### src/rtl/oc_pkg.sv
package oc_pkg;
  typedef enum logic [3:0] {
    OCM_FROZEN  = 4'd0,
    OCM_SET     = 4'd1,
    OCM_CLR     = 4'd2,
    OCM_TOGGLE  = 4'd3,
    OCM_LOW     = 4'd4,
    OCM_HIGH    = 4'd5,
    OCM_PWM_A   = 4'd6,
    OCM_PWM_B   = 4'd7,
    OCM_PULSE_A = 4'd8,
    OCM_PULSE_B = 4'd9,
    OCM_RSV_10  = 4'd10,
    OCM_RSV_11  = 4'd11,
    OCM_MIX_OR  = 4'd12,
    OCM_MIX_AND = 4'd13,
    OCM_RSV_14  = 4'd14,
    OCM_RSV_15  = 4'd15
  } ocm_e;
endpackage

### src/rtl/oc_cmp.sv
module oc_cmp #(
  parameter int CNT_W = 16
) (
  input  logic [CNT_W-1:0] cnt,
  input  logic [CNT_W-1:0] cmp_val,
  input  logic             cnt_down,
  output logic             hit,
  output logic             pwm_a
);
  logic lt;
  logic gt;

  always_comb begin
    hit = (cnt == cmp_val);
    lt  = (cnt < cmp_val);
    gt  = (cnt > cmp_val);
    // Counting up: high below the compare value.
    // Counting down: low above it.
    pwm_a = cnt_down ? !gt : lt;
  end
endmodule

### src/rtl/oc_opm_phase.sv
module oc_opm_phase (
  input  logic clk,
  input  logic rst,
  input  logic opm_en,
  input  logic upd_evt,
  input  logic trig,
  output logic ph_next,
  output logic ph_q
);
  always_comb begin
    if (!opm_en)      ph_next = 1'b0;
    else if (upd_evt) ph_next = 1'b0;
    else if (trig)    ph_next = 1'b1;
    else              ph_next = ph_q;
  end

  always_ff @(posedge clk) begin
    if (rst) ph_q <= 1'b0;
    else     ph_q <= ph_next;
  end


  upd_ends_phase_chk: assert property (@(posedge clk) disable iff (rst)
    upd_evt |=> !ph_q);


  trig_starts_phase_chk: assert property (@(posedge clk) disable iff (rst)
    (opm_en && trig && !upd_evt) |=> ph_q);


  phase_cleared_chk: assert property (@(posedge clk) disable iff (rst)
    !opm_en |=> !ph_q);
endmodule

### src/rtl/oc_channel.sv
module oc_channel #(
  parameter int CNT_W = 16
) (
  input  logic             clk,
  input  logic             rst,
  input  logic [CNT_W-1:0] cnt,
  input  logic             cnt_down,
  input  logic             upd_evt,
  input  logic             trig,
  input  logic [CNT_W-1:0] cmp_val,
  input  logic [3:0]       mode,
  input  logic             peer_ref,
  output logic             ref_out,
  output logic             comb_out
);
  import oc_pkg::*;

  ocm_e mode_e;
  logic hit;
  logic pwm_a;
  logic opm_en;
  logic ph_next;
  logic ph_q;
  logic ref_q;
  logic ref_d;

  assign mode_e = ocm_e'(mode);
  assign opm_en = (mode_e == OCM_PULSE_A) || (mode_e == OCM_PULSE_B);

  oc_cmp #(.CNT_W(CNT_W)) u_cmp (
    .cnt      (cnt),
    .cmp_val  (cmp_val),
    .cnt_down (cnt_down),
    .hit      (hit),
    .pwm_a    (pwm_a)
  );

  oc_opm_phase u_phase (
    .clk     (clk),
    .rst     (rst),
    .opm_en  (opm_en),
    .upd_evt (upd_evt),
    .trig    (trig),
    .ph_next (ph_next),
    .ph_q    (ph_q)
  );

  always_comb begin
    ref_d = ref_q;
    unique case (mode_e)
      OCM_SET:     if (hit) ref_d = 1'b1;
      OCM_CLR:     if (hit) ref_d = 1'b0;
      OCM_TOGGLE:  if (hit) ref_d = !ref_q;
      OCM_LOW:     ref_d = 1'b0;
      OCM_HIGH:    ref_d = 1'b1;
      OCM_PWM_A,
      OCM_MIX_OR:  ref_d = pwm_a;
      OCM_PWM_B,
      OCM_MIX_AND: ref_d = !pwm_a;
      OCM_PULSE_A: ref_d = ph_next ? pwm_a  : !cnt_down;
      OCM_PULSE_B: ref_d = ph_next ? !pwm_a : cnt_down;
      default:     ref_d = ref_q;
    endcase
  end

  always_ff @(posedge clk) begin
    if (rst) ref_q <= 1'b0;
    else     ref_q <= ref_d;
  end

  always_comb begin
    case (mode_e)
      OCM_MIX_OR:  comb_out = ref_q | peer_ref;
      OCM_MIX_AND: comb_out = ref_q & peer_ref;
      default:     comb_out = ref_q;
    endcase
  end

  assign ref_out = ref_q;


  frozen_hold_chk: assert property (@(posedge clk) disable iff (rst)
    (mode == 4'd0 || mode == 4'd10 || mode == 4'd11 ||
     mode == 4'd14 || mode == 4'd15) |=> $stable(ref_out));


  toggle_flip_chk: assert property (@(posedge clk) disable iff (rst)
    (mode == 4'd3 && cnt == cmp_val) |=> (ref_out != $past(ref_out)));


  force_low_chk: assert property (@(posedge clk) disable iff (rst)
    (mode == 4'd4) |=> !ref_out);


  force_high_chk: assert property (@(posedge clk) disable iff (rst)
    (mode == 4'd5) |=> ref_out);


  pwm_up_chk: assert property (@(posedge clk) disable iff (rst)
    (mode == 4'd6 && !cnt_down) |=> (ref_out == $past(cnt < cmp_val)));


  set_on_match_chk: assert property (@(posedge clk) disable iff (rst)
    (mode == 4'd1 && cnt == cmp_val) |=> ref_out);
endmodule

### config.mk
export PLATFORM = sky130hd
export DESIGN_NAME = oc_channel
export DESIGN_NICKNAME = d
export VERILOG_FILES = /design/src/rtl/oc_pkg.sv /design/src/rtl/oc_cmp.sv /design/src/rtl/oc_opm_phase.sv /design/src/rtl/oc_channel.sv
export SDC_FILE = /design/constraint.sdc
export NUM_CORES = 1
export LEC_CHECK = 0
export BUFFER_PORTS_ARGS = -buffer_cell sky130_fd_sc_hd__clkbuf_2
export CAP_MARGIN = 10
export CORE_MARGIN = 8
export CORE_UTILIZATION = 30
export CTS_CLUSTER_DIAMETER = 120
export DETAILED_ROUTE_END_ITERATION = 7
export PLACE_DENSITY = 0.66
export REMOVE_ABC_BUFFERS = 1
export SETUP_SLACK_MARGIN = 0.15
export SLEW_MARGIN = 0
export SYNTH_ARGS = -nofsm -noshare
export SYNTH_HDL_FRONTEND = slang
export SYNTH_SLANG_ARGS = --single-unit
### constraint.sdc
create_clock -name clk -period 2.3 [get_ports clk]
set_input_delay 0.46 -clock clk [delete_from_list [all_inputs] [get_ports clk]]
set_output_delay 0.46 -clock clk [all_outputs]
set_load 0.1 [all_outputs]
; Word level (Yosys, flattened, before mapping)
; Cells that the tools add are included.
[word_totals]
reg_bits = 2
input_bits = 42
output_inout_bits = 2
wordCells = 41
[classes]
order_cmp = 2
eq_ne = 15
muxes = 11
bitwise = 2
n_reduce_logical = 9
[ops]
columns = operator, count
row1 = $eq 16x16->1, 1
row2 = $eq 4x3->1 const B, 4
row3 = $eq 4x4->1 const B, 4
row4 = $gt 16x16->1, 1
row5 = $lt 16x16->1, 1
row6 = $mux 1, 9
row7 = $pmux 1 s9, 1
row8 = $reduce_bool 9->1, 1
row9 = $eq 4x2->1 const B, 2
row10 = $ne 2x2->1 const B, 3
row11 = $eq 4x1->1 const B, 1
row12 = $logic_not 1->1, 4
row13 = $reduce_and 4->1, 1
row14 = $reduce_or 2->1, 2
row15 = $pmux 1 s2, 1
row16 = $and 1x1->1, 1
row17 = $logic_or 1x1->1, 1
row18 = $or 1x1->1, 1

; Longest topological paths before layout
; Gate-level depths: netlist of run 1.
[depth]
ltp_word = 6
mapped_depth = 9
ltp_nobuf = 9

; By module
; From an unflattened synthesis of run 1, not the netlist that was laid out.
[hier_totals]
hier_cells = 93
area_unflattened_um2 = 670.6
[modules_own_cells]
columns = mod, instances, cells_per_inst, area_per_inst_um2, seq_area_each_um2
row1 = oc_cmp, 1, 61, 439.2, 0.0
row2 = oc_channel, 1, 28, 185.2, 20.0
row3 = oc_opm_phase, 1, 4, 46.3, 20.0

; Worst setup path before layout of run 1
; OpenSTA, ideal clock, no wires.
[synth_timing]
kind = register -> output
start = register ref_q, in the netlist ref_out
end = output comb_out
arrival_time_ps = 2399
t_required_ps = 1840
setup_slack_ps = -559
stages_incl_launch_ff = 3
cell_sequence = dfxtp_1 > a21oi_1 > nor2_1
[synth_between]
elab_chain_len = 2
[synth_lines]
columns = item, line_no
row1 = start: declaration, oc_channel.sv:24  ; logic ref_q;
row2 = start signal: assignment, oc_channel.sv:68  ; else ref_q <= ref_d;
row3 = $and 1x1->1 / $or 1x1->1 (equally long branches), "oc_channel.sv:74, oc_channel.sv:73"
row4 = $pmux 1 s2 *, oc_channel.sv:72  ; case (mode_e)
row5 = end: declaration, oc_channel.sv:14  ; output logic comb_out
; Mark *: on every way between the ends. The rest lies on a longest branch, timed or not.

; Final worst setup path of run 1
[layout_timing]
start = input cnt[15]
end = register ref_q, in the netlist ref_out
[layout_between]
elab_chain_len = 6
[layout_lines]
columns = item, line_no
row1 = start: declaration, oc_channel.sv:6  ; input logic [CNT_W-1:0] cnt,
row2 = $gt 16x16->1, oc_cmp.sv:16  ; gt = (cnt > cmp_val);
row3 = $logic_not 1->1, oc_cmp.sv:19  ; pwm_a = cnt_down ? !gt : lt;
row4 = $mux 1, oc_cmp.sv:19
row5 = $logic_not 1->1, "oc_channel.sv:59, oc_channel.sv:61"
row6 = $mux 1, oc_channel.sv:61  ; OCM_PULSE_B: ref_d = ph_next ? !pwm_a : cnt_down;
row7 = $pmux 1 s9, oc_channel.sv:50  ; unique case (mode_e)
; Parallel ways exist; a longest one is shown, timed or not.
; A chain may end at the register's enable or synchronous reset.

==> out/results.txt, run 1 <==
Outcome: completed
Wire length on met2: 1110 um
Largest net degree at the start of global routing: 8
First-pass GRT wire length: 2800 um
Top delay family on crit path: compound AO/OA/AOI/OAI gates
Worst Setup SP: cnt[15]
Vias per Instance: 4.80
Tmin final: 2.12 ns
Critical Path Start Type: input pin
Worst vdd ir: 0.208 mV
Initial Utilization: 31.6%
Hold_buf cts: 0
Lkg Pwr: 0.558 nW
Crit-path max FO: 5
CP max-delay cell: o31a_1
Cell type with the highest aggregate area in the netlist: ha_1
Cells on worst reg2reg path: 5
Yosys warns: 0
Top-count cell post-synth: inv_1
Top layer in use: met3
Hold Slack: 0.411 ns
Crit end category: flop
Register area share after synthesis: 6.53%
Drt drc: 0
R2r endpoint: ref_out
Critical Path Most Common Cell: mux2i_1
Clk root buf: clkbuf_4
I/O pin cnt: 44
Placed cells: 157
Worst EP required: 2.40 ns
Share of post-route cells with drive strength above 1: 56.6%
Longest Clk Path Bufs: 2
Avg Cell Area, Syn: 7.13 um^2
GPL Wtd Cong: 0.740
Fmax: 473 MHz
Hold Crit Depth: 2
Cts bufs inserted: 3
CTS tree: built
PwrDens: 287 nW/um^2
H-tree Lvls: 1
Worst path max stage delay: 0.33 ns
Yosys cell types: 27
Site Rows: 16
Unrepaired setup endpoints after global routing: yes
Crit path buf inv count: 2
Num Clock Sinks: 2
Hold WC Path Type: in2reg
Die area: 3750 um^2
CP Class: in2reg
Port-buffer cells: 43
FF-to-FF Start: u_phase.ph_q
Final Skew: 0.00528 ns
Final setup vio count: 0
Most area-consuming cells after synthesis: ha_1 33%, inv_1 10%, dfxtp_1 6.5%
Routed Antenna Nets: 0
Fin crit share: 92.0%
Clk slew on worst S/H paths: 0.03 ns
Max-slew violations: 0
Mapped Area: 613 um^2
Grt total ovfl: 0
WHS Endpoint: ref_out
Die Span Y: 61.2 um
Metal1 wirelength: 805 um
Die X: 61.2 um
Post-Route WL: 2060 um
Synthesis-stage register bit count: 2
Post-synth ARST share: 0%
Worst slew pin tran: 0.543 ns
Fin nets: 196
GRT Overall Usage: 9.46%
Synth Instances: 86
Initial antenna violation count: 0
Worst-skew pair later-pin latency: 0.22 ns
Worst path cell trace: clkbuf_2 -> ha_4 -> nand4_1 -> buf_6 -> nor3_2 -> a211o_1 -> o31a_1 -> mux2i_1 -> mux2i_1 -> a311oi_1
Via count: 783
Final Hold Viols: 0
Fill cell count: 197
Area delta synth->final: 76.5%
Reg2Reg Setup Slack: 0.97 ns
Drt initial violations: 25
Worst hold start: rst
Vias in the first global route: 761
Detailed Place HPWL: 1580 um
First-pass iteration count of the detailed router: 4
Headroom to the max-slew limit: 64.0%
Post-synth top area share: 32.7%
WL/cell: 12.7 um
Antenna fix cells: 0
Metal3 WL: 153 um
Post-synth EDFFs: 0
Arr. time, crit path: 2.21 ns
Max-Cap Viols: 0
Core outline area: 1940 um^2
Most instantiated cells after synthesis: 17 x inv_1, 16 x ha_1, 9 x nor2_1
Final std cells w/o fill: 163
Top FF cell, synth: dfxtp_1
through the flow:
stage / TNS, ns / cell area [um^2] / util [%] / power (mW) / setup WS (ns)
5_1_grt: 0 / 1080 / 55.7 / 0.342 / 0.0833
3_3_place_gp: 0 / 872 / 44.9 / 0.184 / 0.0180
3_5_place_dp: -0.0529 / 872 / 44.9 / 0.187 / -0.0529
4_1_cts: 0 / 895 / 46.1 / 0.271 / 0.204
6_report: 0 / 1080 / 55.7 / 0.310 / 0.184
2_1_floorplan: -0.559 / 613 / - / 0.130 / -0.559
state kept, by name, summed over array words and instances (netlist names):
register and flops:
u_phase.ph_q 1, ref_out 1
power by group:
part	internal, mW	leakage, nW	switching (mW)	total [mW]
clock network	0.0577	0.0138	0.0207	0.0784
logic	0.0901	0.528	0.103	0.193
registers	0.0368	0.0164	0.00209	0.0389
total	0.185	0.558	0.126	0.310
per-layer routing:
layer | vias up | track usage (%)
met1 | 347 | 10.5
met2 | 26 | 16.1
met4 | 0 | 3.99
met5 | - | 0
met3 | 0 | 2.92
li1 | 410 | -
worst register-to-register path: stages (launching register included):
cell,delay (ns)
dfxtp_1,0.30
nor2_1,0.04
or3_4,0.34
mux2i_1,0.19
mux2i_1,0.24
a311oi_1,0.10
logic make-up after synthesis:
kind of cell	after synthesis	synth area share, %
simple gates	26	22.7
compound gates	21	22.5
buf+inv	18	11.0
fa+ha+maj	16	32.7
mux	2	3.27
flops	2	6.53
xor+xnor	1	1.43
area by class of cell:
| type | count | area [um^2] | area share, % |
|---|---|---|---|
| Timing Repair Buffer | 47 | 251 | 23.2 |
| Tap cell | 27 | 33.8 | 3.12 |
| Multi-Input combinational cell | 66 | 667 | 61.6 |
| Inverter | 18 | 67.6 | 6.24 |
| Sequential cell | 2 | 40.0 | 3.70 |
| Clock buffer | 3 | 22.5 | 2.08 |
cell usage in the layout, fill, tap and decap left out:
cell,Yosys,layout
clkbuf_2,0,42
inv_1,17,11
nor2_1,9,9
ha_4,0,9
inv_2,1,7
ha_1,16,7
nand2_1,5,5
nand4_1,4,4
a21oi_2,0,4
buf_4,0,4
a21oi_1,7,3
o211ai_1,3,3
clkbuf_4,0,3
or3_4,2,2
o21ai_0,3,2
mux2i_1,2,2
dfxtp_1,2,2
a31oi_1,1,1
nand3_1,1,1
nor4_4,0,1
and2b_2,1,1
o311ai_0,1,1
nand3b_1,1,1
nor2b_4,0,1
a2111oi_2,0,1
o21ai_1,0,1
o21bai_1,1,1
nor3_2,0,1
a211o_1,1,1
o31a_1,1,1
xnor2_1,1,1
a22oi_1,1,1
a311oi_1,1,1
buf_6,0,1
repair_timing:
action / 4_1_cts / 5_1_grt
setup endpoints to repair: 0 / 1
gates resized for setup: 0 / 28
setup buffers: 0 / 3
worst max-delay path by stage:
stage | endpoint | slack (ns) | depth (start not counted)
2_1_floorplan | comb_out | -0.56 | 2
3_3_place_gp | ref_out | 0.02 | 9
3_5_place_dp | ref_out | -0.05 | 9
4_1_cts | ref_out | 0.20 | 9
5_1_grt | ref_out | 0.08 | 11
6_report | ref_out | 0.18 | 10
(Power assumes the default switching activity.)
==> inputs of run 2 (changes only) <==
CELL_PAD_IN_SITES_DETAIL_PLACEMENT = 2   (was not set)
CELL_PAD_IN_SITES_GLOBAL_PLACEMENT = 2   (was not set)
CORE_UTILIZATION = 19   (was 30)
PLACE_DENSITY = 0.81   (was 0.66)
==> run 2 against run 1 <==
  * Routed wire length up 48%
  * Clock power down 2%
  * Critical path type unchanged
  * Sequential cell count stayed put
  * Utilization down 19 points
  * Count of clock-buffer cells in the layout stayed put
  * Largest power group unchanged
  * Sequential share of layout area shrank 0.16 points
==> out/results.txt, run 2 (synthesis gave the netlist of run 1 again) <==
Hold Crit Depth: 2
Drt drc: 0
Final Skew: 0.00269 ns
WL/cell: 16.8 um
Worst-skew pair later-pin latency: 0.22 ns
Crit-path max FO: 2
Vias per Instance: 4.54
Worst vdd ir: 0.0895 mV
Fmax: 462 MHz
Final Hold Viols: 0
Max-Cap Viols: 0
Longest Clk Path Bufs: 2
Reg2Reg Setup Slack: 0.99 ns
CTS tree: built
Detailed Place HPWL: 2290 um
Headroom to the max-slew limit: 63.1%
Post-layout util: 37.0%
Cells on worst reg2reg path: 5
First-pass iteration count of the detailed router: 3
Worst hold start: rst
H-tree Lvls: 1
Routed Antenna Nets: 0
Max-slew violations: 0
Cts bufs inserted: 3
Area delta synth->final: 84.3%
Unrepaired setup endpoints after global routing: yes
Worst EP required: 2.43 ns
Tmin final: 2.16 ns
Drt initial violations: 20
Fin nets: 197
Final setup vio count: 0
WHS Endpoint: ref_out
Die area: 5300 um^2
Site Rows: 20
Fin crit share: 94.1%
Port-buffer cells: 43
Antenna fix cells: 0
R2r endpoint: ref_out
Arr. time, crit path: 2.29 ns
Post-route setup TNS: 0 ns
GRT Overall Usage: 10.2%
Critical Path Start Type: input pin
Crit end category: flop
Largest net degree at the start of global routing: 8
Lkg Pwr: 0.563 nW
Outcome: completed
Commonest non-fill, non-tap cell in the layout: clkbuf_2
Clk root buf: clkbuf_4
Hold WC Path Type: in2reg
First-pass GRT wire length: 4400 um
Hold_buf cts: 0
Die X: 72.8 um
Worst slew pin tran: 0.556 ns
Die Span Y: 72.8 um
Initial Utilization: 20.1%
Placed cells: 174
GPL Wtd Cong: 0.705
Initial antenna violation count: 0
PwrDens: 283 nW/um^2
I/O pin cnt: 44
Via count: 821
Post-Route WL: 3050 um
CP Class: in2reg
Clk slew on worst S/H paths: 0.03 ns
Final std cells w/o fill: 181
Share of post-route cells with drive strength above 1: 53.3%
Vias in the first global route: 942
Most frequent cells in the layout: 40 x clkbuf_2, 13 x inv_1, 9 x ha_4
Num Clock Sinks: 2
Grt total ovfl: 0
Core outline area: 3050 um^2
Pwr Total: 320 uW
FF-to-FF Start: u_phase.ph_q
## run 2: changes by cell type in the layout (fill, tap and decap cells not counted), sizes merged
cell	change
buf	+3
clkbuf	-2
## run 2: worst max path at each step
stage	endpoint	depth (start not counted)	slack, ns	from
after global routing	ref_out	10	-0.07	cmp_val[5]
after global placement	ref_out	9	0.02	cmp_val[15]
after CTS	ref_out	9	0.16	cmp_val[15]
after detailed placement	ref_out	10	-0.11	cmp_val[14]
final	ref_out	10	0.14	cmp_val[5]
after floorplan	comb_out	2	-0.56	ref_out
## run 2: timing repair
action / in CTS / in global routing
gates resized for setup: 2 / 26
setup endpoints to repair: 1 / 1
setup buffers: 0 / 4
pin swaps: 2 / 14
## run 2: final cells by class
cell class	count	area [um^2]
sequential	2	40.0
multi-input combinational	66	667
clock buffer	3	22.5
inverter	18	70.1
timing repair buffer	48	275
fill	369	1920
tap	44	55.1
## run 2: report_power, final
part | switching [mW] | total [mW] | internal (mW)
logic | 0.111 | 0.204 | 0.0927
registers | 0.00265 | 0.0395 | 0.0368
clock network | 0.0192 | 0.0767 | 0.0575
total | 0.133 | 0.320 | 0.187
## run 2: metrics by stage
stage,area (um^2),setup WS [ns],hold WS (ns)
2_1_floorplan,613,-0.559,0.532
3_3_place_gp,893,0.0188,0.559
3_5_place_dp,893,-0.111,0.577
4_1_cts,923,0.159,0.414
5_1_grt,1130,-0.0689,0.448
6_report,1130,0.135,0.432
## run 2: critical path, stage by stage
cell	delay, ns
clkbuf_2	0.08
inv_1	0.06
ha_4	0.27
nand4_1	0.24
nor4_4	0.41
nand2_1	0.11
o31a_1	0.13
xnor2_1	0.16
o211ai_1	0.10
a311oi_1	0.27
## run 2: per-layer routing
layer  track usage (%)  share of wire (%)
met4              2.67                  0
met3              2.34                4.1
met5                 0                  0
met2              20.6                 61
met1              9.95                 35
==> inputs of run 3 (changes only) <==
clock period = 2.45 ns   (was 2.3 ns; I/O delays follow)
==> run 3 against run 2 <==
  * Hold slack better by 0.013 ns
  * Global-route usage fell by 0.62 points
  * Setup slack better by 0.088 ns
  * Clock power grew 2%
  * Utilization fell by 1.9 points
  * Sequential cell count stayed put
  * Cell count decreased by 1.1%
  * Sequential power shrank 6.8%
  * First-iteration DRC count shrank 60%
  * Clock skew up 0.0017 ns
  * Critical endpoint unchanged
  * Highest routed layer is now met4
==> out/results.txt, run 3 (synthesis gave the netlist of run 1 again) <==
Via count: 832
Outcome: completed
H-tree Lvls: 1
Clk root buf: clkbuf_4
Final setup vio count: 0
Area delta synth->final: 74.9%
Largest net degree at the start of global routing: 8
Worst slew pin tran: 0.548 ns
First-pass iteration count of the detailed router: 3
Port-buffer cells: 43
Lkg Pwr: 0.560 nW
Crit-path max FO: 3
Worst path max stage delay: 0.35 ns
PwrDens: 279 nW/um^2
Antenna fix cells: 0
Final WS setup: 0.223 ns
Final std cells w/o fill: 179
Placed cells: 174
Die area: 5300 um^2
Worst-skew pair later-pin latency: 0.23 ns
Fmax: 449 MHz
Worst path cell trace: clkbuf_2 -> inv_1 -> ha_4 -> a21oi_1 -> o21bai_1 -> a211o_1 -> o31a_1 -> mux2i_1 -> mux2i_1 -> a311oi_1
Initial Utilization: 20.1%
Post-Route WL: 3070 um
Drt drc: 0
Arr. time, crit path: 2.36 ns
Max-Cap Viols: 0
Die X: 72.8 um
Vias in the first global route: 911
Hold WC Path Type: in2reg
CP Class: in2reg
Unrepaired setup endpoints after global routing: no
Fin crit share: 90.9%
Headroom to the max-slew limit: 63.6%
Worst vdd ir: 0.0700 mV
Max-slew violations: 0
Initial antenna violation count: 0
CTS tree: built
Most frequent cells in the layout: 43 x clkbuf_2, 16 x inv_1, 9 x nor2_1, 9 x ha_1, 7 x ha_4
First-pass GRT wire length: 4150 um
Detailed Place HPWL: 2370 um
Worst EP required: 2.58 ns
I/O pin cnt: 44
Routed Antenna Nets: 0
Final Hold Viols: 0
Critical Path Start Type: input pin
Crit path buf inv count: 2
Die Span Y: 72.8 um
Top delay family on crit path: compound AO/OA/AOI/OAI gates
Critical Path Most Common Cell: mux2i_1
Clk slew on worst S/H paths: 0.03 ns
Crit end category: flop
GPL Wtd Cong: 0.736
CP max-delay cell: o31a_1
Final Skew: 0.00443 ns
Site Rows: 20
Fin nets: 195
Worst slack, placed: 0.0124 ns
Core outline area: 3050 um^2
Hold Slack: 0.445 ns
Tmin final: 2.23 ns
Commonest non-fill, non-tap cell in the layout: clkbuf_2
Share of post-route cells with drive strength above 1: 49.6%
Vias per Instance: 4.65
WL/cell: 17.1 um
Cts bufs inserted: 3
Grt total ovfl: 0
Drt initial violations: 8
Longest Clk Path Bufs: 2
Num Clock Sinks: 2
GRT Overall Usage: 9.60%
-- run 3: changes by cell type in the layout (fill, tap and decap cells not counted), sizes merged --
| cell | previous run | this run |
|---|---|---|
| clkbuf | 43 | 46 |
| buf | 8 | 3 |
-- run 3: final cells by class --
type,instances,area [um^2]
Fill cell,383,1980
Multi-Input combinational cell,66,649
Timing Repair Buffer,46,238
Inverter,18,67.6
Tap cell,44,55.1
Sequential cell,2,40.0
Clock buffer,3,22.5
-- run 3: where the power goes --
part / internal, mW / total [mW] / switching (mW)
Clock: 0.0544 / 0.0780 / 0.0236
Sequential: 0.0346 / 0.0368 / 0.00220
Combinational: 0.0813 / 0.184 / 0.103
-- run 3: worst paths after layout --
path | start | to | slack, ns | cells past startpoint
setup / recovery | cmp_val[11] | ref_out | 0.22 | 10
hold / removal | rst | u_phase.ph_q | 0.45 | 2
setup reg to reg | u_phase.ph_q | ref_out | 1.11 | 5
hold reg to reg | ref_out | ref_out | 0.59 | 2
-- run 3: per-layer routing --
| layer | up-vias | share of wire [%] | routed length (um) | global-route usage, % |
|---|---|---|---|---|
| li1 | 407 | - | - | - |
| met3 | 3 | 3.4 | 104 | 2.06 |
| met2 | 22 | 60 | 1830 | 19.9 |
| met1 | 400 | 36 | 1110 | 9.18 |
| met5 | - | 0 | 0 | 0 |
| met4 | 0 | 0.55 | 17 | 2.00 |
-- run 3: metrics by stage --
stage | instance area [um^2] | TNS, ns | total power [mW] | util (%)
floorplan | 613 | -0.439 | 0.122 | -
global placement | 891 | 0 | 0.175 | 29.2
global route | 1070 | 0 | 0.316 | 35.1
detailed placement | 891 | 0 | 0.184 | 29.2
finish | 1070 | 0 | 0.299 | 35.1
CTS | 913 | 0 | 0.261 | 29.9
-- run 3: timing repair --
action                                  4_1_cts  5_1_grt
gates resized for setup                       0       18
hold buffers                                  0        0
buffers inserted                              0        2
endpoints found under the setup margin        0        1
